==> src/rtl/sup_pkg.sv <==
package sup_pkg;
  typedef enum logic [1:0] {
    ST_IDLE  = 2'd0,
    ST_ISSUE = 2'd1,
    ST_DRAIN = 2'd2,
    ST_FIN   = 2'd3
  } sup_state_e;

  typedef enum logic [1:0] {
    OP_DECAY = 2'd0,
    OP_KEY   = 2'd1,
    OP_V0    = 2'd2,
    OP_V1    = 2'd3
  } sup_op_e;
endpackage

==> src/rtl/sup_sched.sv <==
module sup_sched
  import sup_pkg::*;
#(
  parameter int MAX_COLS = 8,
  parameter int CW       = 3
) (
  input  logic          clk,
  input  logic          rst_n,
  input  logic          start,
  input  logic [CW:0]   start_cols,
  input  logic          tail,
  output logic          busy,
  output logic          done,
  output logic          rd_vld,
  output logic          rd_bank,
  output logic [CW-1:0] rd_col
);
  sup_state_e    state_q, state_d;
  logic [CW:0]   idx_q, idx_d;
  logic          idx_en;
  logic [CW-1:0] nm1_q, nm1_d, nm1_lim;
  logic          nm1_en;
  logic          start_ok;

  // next-state process
  always_comb begin
    state_d  = state_q;
    idx_d    = idx_q;
    idx_en   = 1'b0;
    nm1_d    = nm1_q;
    nm1_en   = 1'b0;
    start_ok = start && (start_cols != '0);
    if (start_cols > (CW+1)'(MAX_COLS)) nm1_lim = CW'(MAX_COLS - 1);
    else                                nm1_lim = CW'(start_cols - 1'b1);
    case (state_q)
      ST_IDLE, ST_FIN: begin
        if (start_ok) begin
          state_d = ST_ISSUE;
          idx_d   = '0;
          idx_en  = 1'b1;
          nm1_d   = nm1_lim;
          nm1_en  = 1'b1;
        end
      end
      ST_ISSUE: begin
        if (idx_q == {nm1_q, 1'b1}) begin
          state_d = ST_DRAIN;
        end else begin
          idx_d  = idx_q + 1'b1;
          idx_en = 1'b1;
        end
      end
      ST_DRAIN: begin
        if (tail) state_d = ST_FIN;
      end
      default: state_d = ST_IDLE;
    endcase
  end

  // register process
  always_ff @(posedge clk or negedge rst_n) begin
    if (!rst_n) begin
      state_q <= ST_IDLE;
      idx_q   <= '0;
      nm1_q   <= '0;
    end else begin
      state_q <= state_d;
      if (idx_en) idx_q <= idx_d;
      if (nm1_en) nm1_q <= nm1_d;
    end
  end

  assign rd_vld  = (state_q == ST_ISSUE);
  assign rd_bank = idx_q[0];
  assign rd_col  = idx_q[CW:1];
  assign busy    = (state_q == ST_ISSUE) || (state_q == ST_DRAIN);
  assign done    = (state_q == ST_FIN);


  rd_alternate_chk: assert property (@(posedge clk) disable iff (!rst_n)
    (rd_vld && $past(rd_vld)) |-> (rd_bank != $past(rd_bank)));


  busy_start_chk: assert property (@(posedge clk) disable iff (!rst_n)
    (state_q == ST_ISSUE && start) |=> (idx_q != '0));
endmodule

==> src/rtl/sup_opregs.sv <==
module sup_opregs
  import sup_pkg::*;
#(
  parameter int ELEMS    = 4,
  parameter int EW       = 8,
  parameter int MAX_COLS = 8,
  parameter int IW       = 3
) (
  input  logic                          clk,
  input  logic                          busy,
  input  logic                          ld_en,
  input  logic [1:0]                    ld_sel,
  input  logic [IW-1:0]                 ld_idx,
  input  logic [EW-1:0]                 ld_data,
  output logic [ELEMS-1:0][EW-1:0]      decay_o,
  output logic [ELEMS-1:0][EW-1:0]      key_o,
  output logic [MAX_COLS-1:0][EW-1:0]   v0_o,
  output logic [MAX_COLS-1:0][EW-1:0]   v1_o
);
  logic ld_ok;
  assign ld_ok = ld_en && !busy;

  for (genvar j = 0; j < ELEMS; j++) begin : g_elem
    logic dec_en, key_en;
    always_comb begin
      dec_en = ld_ok && (ld_sel == OP_DECAY) && (ld_idx == IW'(j));
      key_en = ld_ok && (ld_sel == OP_KEY)   && (ld_idx == IW'(j));
    end
    always_ff @(posedge clk) begin
      if (dec_en) decay_o[j] <= ld_data;
      if (key_en) key_o[j]   <= ld_data;
    end
  end

  for (genvar c = 0; c < MAX_COLS; c++) begin : g_col
    logic v0_en, v1_en;
    always_comb begin
      v0_en = ld_ok && (ld_sel == OP_V0) && (ld_idx == IW'(c));
      v1_en = ld_ok && (ld_sel == OP_V1) && (ld_idx == IW'(c));
    end
    always_ff @(posedge clk) begin
      if (v0_en) v0_o[c] <= ld_data;
      if (v1_en) v1_o[c] <= ld_data;
    end
  end
endmodule

==> src/rtl/sup_mac_lane.sv <==
module sup_mac_lane #(
  parameter int EW = 8,
  localparam int SW = 2*EW + 1
) (
  input  logic signed [EW-1:0] state_i,
  input  logic signed [EW-1:0] decay_i,
  input  logic signed [EW-1:0] key_i,
  input  logic signed [EW-1:0] vel_i,
  output logic        [SW-1:0] sum_o
);
  logic signed [2*EW-1:0] prod_s, prod_k;
  assign prod_s = state_i * decay_i;
  assign prod_k = key_i * vel_i;
  assign sum_o  = {prod_s[2*EW-1], prod_s} + {prod_k[2*EW-1], prod_k};
endmodule

==> src/rtl/sup_sat.sv <==
module sup_sat #(
  parameter int EW   = 8,
  parameter int FRAC = 4,
  localparam int SW  = 2*EW + 1
) (
  input  logic signed [SW-1:0] sum_i,
  output logic        [EW-1:0] res_o
);
  localparam logic signed [SW-1:0] HI = SW'((2**(EW-1)) - 1);
  localparam logic signed [SW-1:0] LO = ~HI;
  logic signed [SW-1:0] sh;
  assign sh = sum_i >>> FRAC;
  always_comb begin
    if (sh > HI)      res_o = HI[EW-1:0];
    else if (sh < LO) res_o = LO[EW-1:0];
    else              res_o = sh[EW-1:0];
  end
endmodule

==> src/rtl/bank_pair_update_unit.sv <==
module bank_pair_update_unit
  import sup_pkg::*;
#(
  parameter int ELEMS    = 4,
  parameter int EW       = 8,
  parameter int MAX_COLS = 8,
  parameter int FRAC     = 4,
  localparam int DW = ELEMS * EW,
  localparam int CW = $clog2(MAX_COLS),
  localparam int IW = (CW > $clog2(ELEMS)) ? CW : $clog2(ELEMS),
  localparam int SW = 2*EW + 1
) (
  input  logic          clk,
  input  logic          rst_n,
  input  logic          start,
  input  logic [CW:0]   start_cols,
  output logic          busy,
  output logic          done,
  input  logic          ld_en,
  input  logic [1:0]    ld_sel,
  input  logic [IW-1:0] ld_idx,
  input  logic [EW-1:0] ld_data,
  output logic          b0_rd,
  output logic          b0_wr,
  output logic [CW-1:0] b0_col,
  output logic [DW-1:0] b0_wdata,
  input  logic [DW-1:0] b0_rdata,
  output logic          b1_rd,
  output logic          b1_wr,
  output logic [CW-1:0] b1_col,
  output logic [DW-1:0] b1_wdata,
  input  logic [DW-1:0] b1_rdata
);
  logic          rd_vld, rd_bank, tail;
  logic [CW-1:0] rd_col;

  logic [ELEMS-1:0][EW-1:0]    dec_vec, key_vec;
  logic [MAX_COLS-1:0][EW-1:0] v0_vec, v1_vec;

  // pipeline stage registers: p0 read tag, p1 sums, p2 saturated words
  logic          p0_vld_q, p0_bank_q;
  logic [CW-1:0] p0_col_q;
  logic          p1_vld_q, p1_bank_q;
  logic [CW-1:0] p1_col_q;
  logic [ELEMS-1:0][SW-1:0] p1_sum_q;
  logic          p2_vld_q, p2_bank_q;
  logic [CW-1:0] p2_col_q;
  logic [DW-1:0] p2_data_q;

  logic [DW-1:0]            st_vec;
  logic [EW-1:0]            v_sel;
  logic [ELEMS-1:0][SW-1:0] sum_w;
  logic [DW-1:0]            res_w;

  sup_sched #(.MAX_COLS(MAX_COLS), .CW(CW)) u_sched (
    .clk(clk), .rst_n(rst_n), .start(start), .start_cols(start_cols),
    .tail(tail), .busy(busy), .done(done),
    .rd_vld(rd_vld), .rd_bank(rd_bank), .rd_col(rd_col)
  );

  sup_opregs #(.ELEMS(ELEMS), .EW(EW), .MAX_COLS(MAX_COLS), .IW(IW)) u_ops (
    .clk(clk), .busy(busy), .ld_en(ld_en), .ld_sel(ld_sel),
    .ld_idx(ld_idx), .ld_data(ld_data),
    .decay_o(dec_vec), .key_o(key_vec), .v0_o(v0_vec), .v1_o(v1_vec)
  );

  // stage 1 operand selection
  always_comb begin
    st_vec = p0_bank_q ? b1_rdata : b0_rdata;
    v_sel  = p0_bank_q ? v1_vec[p0_col_q] : v0_vec[p0_col_q];
  end

  for (genvar j = 0; j < ELEMS; j++) begin : g_lane
    sup_mac_lane #(.EW(EW)) u_mac (
      .state_i(st_vec[j*EW +: EW]), .decay_i(dec_vec[j]), .key_i(key_vec[j]),
      .vel_i(v_sel), .sum_o(sum_w[j])
    );
    sup_sat #(.EW(EW), .FRAC(FRAC)) u_sat (
      .sum_i(p1_sum_q[j]), .res_o(res_w[j*EW +: EW])
    );
  end

  // valid chain, reset
  always_ff @(posedge clk or negedge rst_n) begin
    if (!rst_n) begin
      p0_vld_q <= 1'b0;
      p1_vld_q <= 1'b0;
      p2_vld_q <= 1'b0;
    end else begin
      p0_vld_q <= rd_vld;
      p1_vld_q <= p0_vld_q;
      p2_vld_q <= p1_vld_q;
    end
  end

  // tag and data flops, enabled, no reset
  always_ff @(posedge clk) begin
    if (rd_vld) begin
      p0_bank_q <= rd_bank;
      p0_col_q  <= rd_col;
    end
    if (p0_vld_q) begin
      p1_bank_q <= p0_bank_q;
      p1_col_q  <= p0_col_q;
      p1_sum_q  <= sum_w;
    end
    if (p1_vld_q) begin
      p2_bank_q <= p1_bank_q;
      p2_col_q  <= p1_col_q;
      p2_data_q <= res_w;
    end
  end

  assign tail     = p2_vld_q && !p1_vld_q && !p0_vld_q;
  assign b0_rd    = rd_vld && !rd_bank;
  assign b1_rd    = rd_vld && rd_bank;
  assign b0_wr    = p2_vld_q && !p2_bank_q;
  assign b1_wr    = p2_vld_q && p2_bank_q;
  assign b0_col   = b0_rd ? rd_col : p2_col_q;
  assign b1_col   = b1_rd ? rd_col : p2_col_q;
  assign b0_wdata = p2_data_q;
  assign b1_wdata = p2_data_q;


  b0_clash_chk: assert property (@(posedge clk) disable iff (!rst_n) !(b0_rd && b0_wr));

  b1_clash_chk: assert property (@(posedge clk) disable iff (!rst_n) !(b1_rd && b1_wr));

  b0_wb_col_chk: assert property (@(posedge clk) disable iff (!rst_n)
    b0_wr |-> ($past(b0_rd, 3) && b0_col == $past(b0_col, 3)));

  b1_wb_col_chk: assert property (@(posedge clk) disable iff (!rst_n)
    b1_wr |-> ($past(b1_rd, 3) && b1_col == $past(b1_col, 3)));

  one_read_chk: assert property (@(posedge clk) disable iff (!rst_n)
    $countones({b0_rd, b1_rd}) <= 1);

  done_quiet_chk: assert property (@(posedge clk) disable iff (!rst_n)
    done |-> !(b0_rd || b0_wr || b1_rd || b1_wr));
endmodule

==> config.mk <==
export PLATFORM = sky130hd
export DESIGN_NAME = bank_pair_update_unit
export DESIGN_NICKNAME = d
export VERILOG_FILES = /design/src/rtl/sup_pkg.sv /design/src/rtl/sup_sched.sv /design/src/rtl/sup_opregs.sv /design/src/rtl/sup_mac_lane.sv /design/src/rtl/sup_sat.sv /design/src/rtl/bank_pair_update_unit.sv
export SDC_FILE = /design/constraint.sdc
export NUM_CORES = 2
export LEC_CHECK = 0
export CAP_MARGIN = 20
export CORE_UTILIZATION = 57
export CTS_CLUSTER_SIZE = 20
export DETAILED_ROUTE_END_ITERATION = 10
export GPL_TIMING_DRIVEN = 0
export HOLD_SLACK_MARGIN = 0.15
export PLACE_DENSITY_LB_ADDON = 0.15
export RECOVER_POWER = 25
export SKIP_CTS_REPAIR_TIMING = 1
export SYNTH_ARGS = -nofsm -noshare
export SYNTH_HDL_FRONTEND = slang
export SYNTH_SLANG_ARGS = --single-unit
==> constraint.sdc <==
create_clock -name clk -period 7 [get_ports clk]
set_input_delay 1.4 -clock clk [delete_from_list [all_inputs] [get_ports clk]]
set_output_delay 1.4 -clock clk [all_outputs]
set_load 0.005 [all_outputs]
==> summary.txt <==
Status
  – Status: finished, violations left
  – Violated checks: capacitance limit, slew limit, setup timing

Critical path
  – Buf/Inv on CP: 7
  – Crit Path Max Fanout: 6
  – WS Path Type: reg2reg
  – CP Depth: 25
  – Data required, critical path: 7290 ps
  – Worst R2R Path Depth: 25
  – Worst path most repeated cell: fa_1
  – Reg2reg start: p0_col_q[0]
  – Crit path capture: p1_sum_q[33]
  – Crit path largest cell delay: 580 ps
  – CP delay by family, top: adder cells
  – Setup crit start kind: register
  – Crit path from: p0_col_q[0]
  – FF-to-FF End: p1_sum_q[33]
  – R2R Setup Slk: -410 ps
  – Worst path slowest cell: mux4_2
  – Crit path DAT: 7700 ps
  – Crit. End Element: register

Clock network
  – Clock Latency Late Sink: 570 ps
  – Clock Tree Buf Depth: 3
  – Num CTS Buffers: 36
  – TritonCTS clock tree: built
  – CTS Sinks: 300
  – Root Buffer: clkbuf_16
  – H-tree depth: 2
  – Clk pin slew, worst setup/hold paths: 60 ps

Flow run
  – Max_cap viols: 2

Timing
  – Slew Limit Fails: 83
  – Worst Tran Pin Value: 3029 ps
  – Setup total negative slack: -4501 ps
  – Final setup viols: 22
  – Slew HR: -1.020
  – RSZ-0062 raised after global routing: true
  – Post-route worst setup slack: -408.7 ps
  – Share of the cycle needed by the critical path after routing: 1.058
  – Maximum clock frequency: 135.0 MHz
  – Hold Fails Final Rpt: 0
  – Skew final: 28.71 ps
  – Minimum clock period: 7409 ps

Synthesis
  – Synth unique cells: 52
  – Primary FF master, synth: edfxtp_1
  – Async set or reset register ratio after synthesis: 0.04000
  – Syn Nets: 3,673
  – Cells after Synth: 2,814
  – Synth Cell Area: 32,310 um2
  – Mean post-synth cell area: 11.48 um2
  – Number of synthesized register bits: 300
  – YS warnings: 0
  – EDFF count, synth: 288
  – Sequential share of the synthesized area: 0.2770

Floorplanning
  – Initial Util: 0.5819
  – Die height: 240.1 um
  – Die area: 57,640 um2
  – I/O pins: 161
  – Row Count: 86
  – Die width: 240.1 um
  – Core area: 55,520 um2

Final layout
  – # nets final: 3,920
  – ANT cells: 0
  – Layout cell share with drive strength beyond 1: 0.1092
  – Area grow syn2layout: 14.91%
  – Final Cell Area: 37,130 um2

Global routing
  – Pin count of the biggest net entering global routing: 59
  – Total GRT Usage: 0.2742
  – Grt total ovfl: 0
  – First-pass GRT wire length: 118,900 um
  – Initial antenna violation count: 3
  – Vias in the first global route: 22,290

Place
  – PortBufs: 159
  – Routability congestion estimate: 0.8503
  – Post-Place Cell Area: 34,930 um2
  – DPL Wire Length: 58,060 um

Detailed routing
  – WL/cell: 19.40 um
  – Total number of vias: 20,460
  – Vias per cell: 5.335
  – Final wirelength: 74,390 um
  – 1st-pass router iterations: 5
  – # DRC: 0
  – Number of nets with antenna violations after routing: 0
  – Number of DRC markers in iteration 0: 1,244

Hold path
  – Hold Crit Class: reg2reg
==> synthesized netlist by cell type (2+ instances only) <==
cell type,n,share of area
a211o_1,3,0.00081
a211oi_1,2,0.00046
a21o_1,9,0.0021
a21oi_1,27,0.0042
a31o_2,2,0.00054
a31oi_1,6,0.0012
and2_1,220,0.043
and3_1,6,0.0012
buf_1,4,0.00046
buf_4,32,0.0074
clkbuf_1,40,0.0046
dfrtp_1,12,0.0093
edfxtp_1,288,0.27
fa_1,568,0.35
ha_1,206,0.080
inv_1,678,0.079
mux2_2,31,0.011
mux2i_1,9,0.0028
mux4_1,2,0.0016
mux4_2,37,0.026
nand2_1,212,0.025
nand2b_1,15,0.0029
nand3_1,15,0.0023
nand3b_1,3,0.00070
nand4_1,9,0.0017
nor2_1,117,0.014
nor2b_1,55,0.011
nor3_1,21,0.0033
o21a_1,32,0.0074
o21ai_0,18,0.0028
o21ai_1,6,0.00093
or2_2,9,0.0017
or3_1,5,0.00097
xnor2_1,80,0.022
xor2_1,18,0.0049
==> per-stage QoR <==
| stage | setup WS (ps) | hold WS [ps] | utilization | cells |
|---|---|---|---|---|
| after detailed placement | -2242 | 405.5 | 0.6291 | 3727 |
| after CTS | -2307 | 430.9 | 0.6505 | 3791 |
| after global routing | -605.9 | 435.3 | 0.6687 | 3835 |
| final | -408.7 | 421.2 | 0.6687 | 3835 |
| after global placement | -2256 | 407.7 | 0.6278 | 3721 |
| after floorplan | 5.641 | 400.3 | - | 2814 |
==> placed cells by master, fill, tap and decap left out, types with 6 or more instances in the layout <==
| cell type | Yosys | final |
|---|---|---|
| nand2_2 | 0 | 8 |
| nand3_1 | 15 | 15 |
| clkbuf_16 | 0 | 39 |
| inv_2 | 0 | 7 |
| dfrtp_1 | 12 | 12 |
| buf_6 | 1 | 13 |
| nand2_1 | 212 | 204 |
| buf_4 | 32 | 73 |
| xnor2_1 | 80 | 80 |
| o21a_1 | 32 | 32 |
| buf_8 | 0 | 6 |
| clkbuf_1 | 40 | 18 |
| a21o_1 | 9 | 9 |
| o21ai_1 | 6 | 6 |
| inv_6 | 0 | 7 |
| clkdlybuf4s50_1 | 0 | 156 |
| nand2b_1 | 15 | 15 |
| nand4_1 | 9 | 9 |
| and2_1 | 220 | 207 |
| fa_1 | 568 | 565 |
| a21oi_2 | 1 | 8 |
| o21ai_0 | 18 | 12 |
| nor2_1 | 117 | 113 |
| ha_1 | 206 | 195 |
| nor2b_1 | 55 | 55 |
| xor2_1 | 18 | 18 |
| edfxtp_1 | 288 | 288 |
| mux2_2 | 31 | 31 |
| and2_4 | 0 | 8 |
| ha_4 | 0 | 10 |
| mux4_2 | 37 | 39 |
| or2_2 | 9 | 9 |
| a21oi_1 | 27 | 18 |
| clkinv_2 | 0 | 7 |
| inv_1 | 678 | 671 |
| nor3_1 | 21 | 18 |
| buf_2 | 1 | 8 |
==> layer usage <==
| metal | vias up | share of wire | global-route usage |
|---|---|---|---|
| li1 | 9134 | - | - |
| met1 | 10470 | 0.40 | 0.3657 |
| met2 | 725 | 0.50 | 0.4602 |
| met3 | 130 | 0.076 | 0.04650 |
| met4 | 0 | 0.030 | 0.08666 |
| met5 | - | 0 | 0 |
==> flip-flops by register name (all words and copies together) (netlist names), 4 cells and up <==
signal / cells
u_sched.idx_q: 4
b0_wdata: 32
u_ops.key_o: 32
u_ops.decay_o: 32
p1_sum_q: 52
u_ops.v1_o: 64
u_ops.v0_o: 64
==> final cells by class <==
class,instances,area (um2)
Multi-Input combinational cell,1758,20800
Fill cell,4217,18400
Sequential cell,300,8949
Inverter,678,2545
Timing Repair Buffer,211,2064
Clock buffer,45,965.9
Tap cell,748,935.9
Buffer,76,648.1
Clock inverter,19,220.2
==> worst min-delay path by stage <==
stage | start | slack, ps | cells past startpoint | end
2_1_floorplan | p1_bank_q | 400 | 0 | p2_bank_q
3_3_place_gp | p1_col_q[0] | 410 | 0 | p2_col_q[0]
3_5_place_dp | p1_bank_q | 410 | 0 | p2_bank_q
4_1_cts | p1_col_q[1] | 430 | 0 | p2_col_q[1]
5_1_grt | p1_col_q[1] | 440 | 0 | p2_col_q[1]
6_report | p1_col_q[1] | 420 | 0 | p2_col_q[1]
==> logic make-up (layout without fill, tap and decap cells) <==
kind of cell | count (synthesis) | count (layout) | synth area share
xor+xnor | 98 | 98 | 0.02657
buf+inv | 756 | 1029 | 0.09182
simple gates | 692 | 692 | 0.1075
flops | 300 | 300 | 0.2770
mux | 79 | 79 | 0.04101
compound gates | 115 | 115 | 0.02440
fa+ha+maj | 774 | 774 | 0.4317
Power is left out: the tool's default activity adds up to more than one toggle a clock period on the data nets, which glitch-free logic cannot reach.
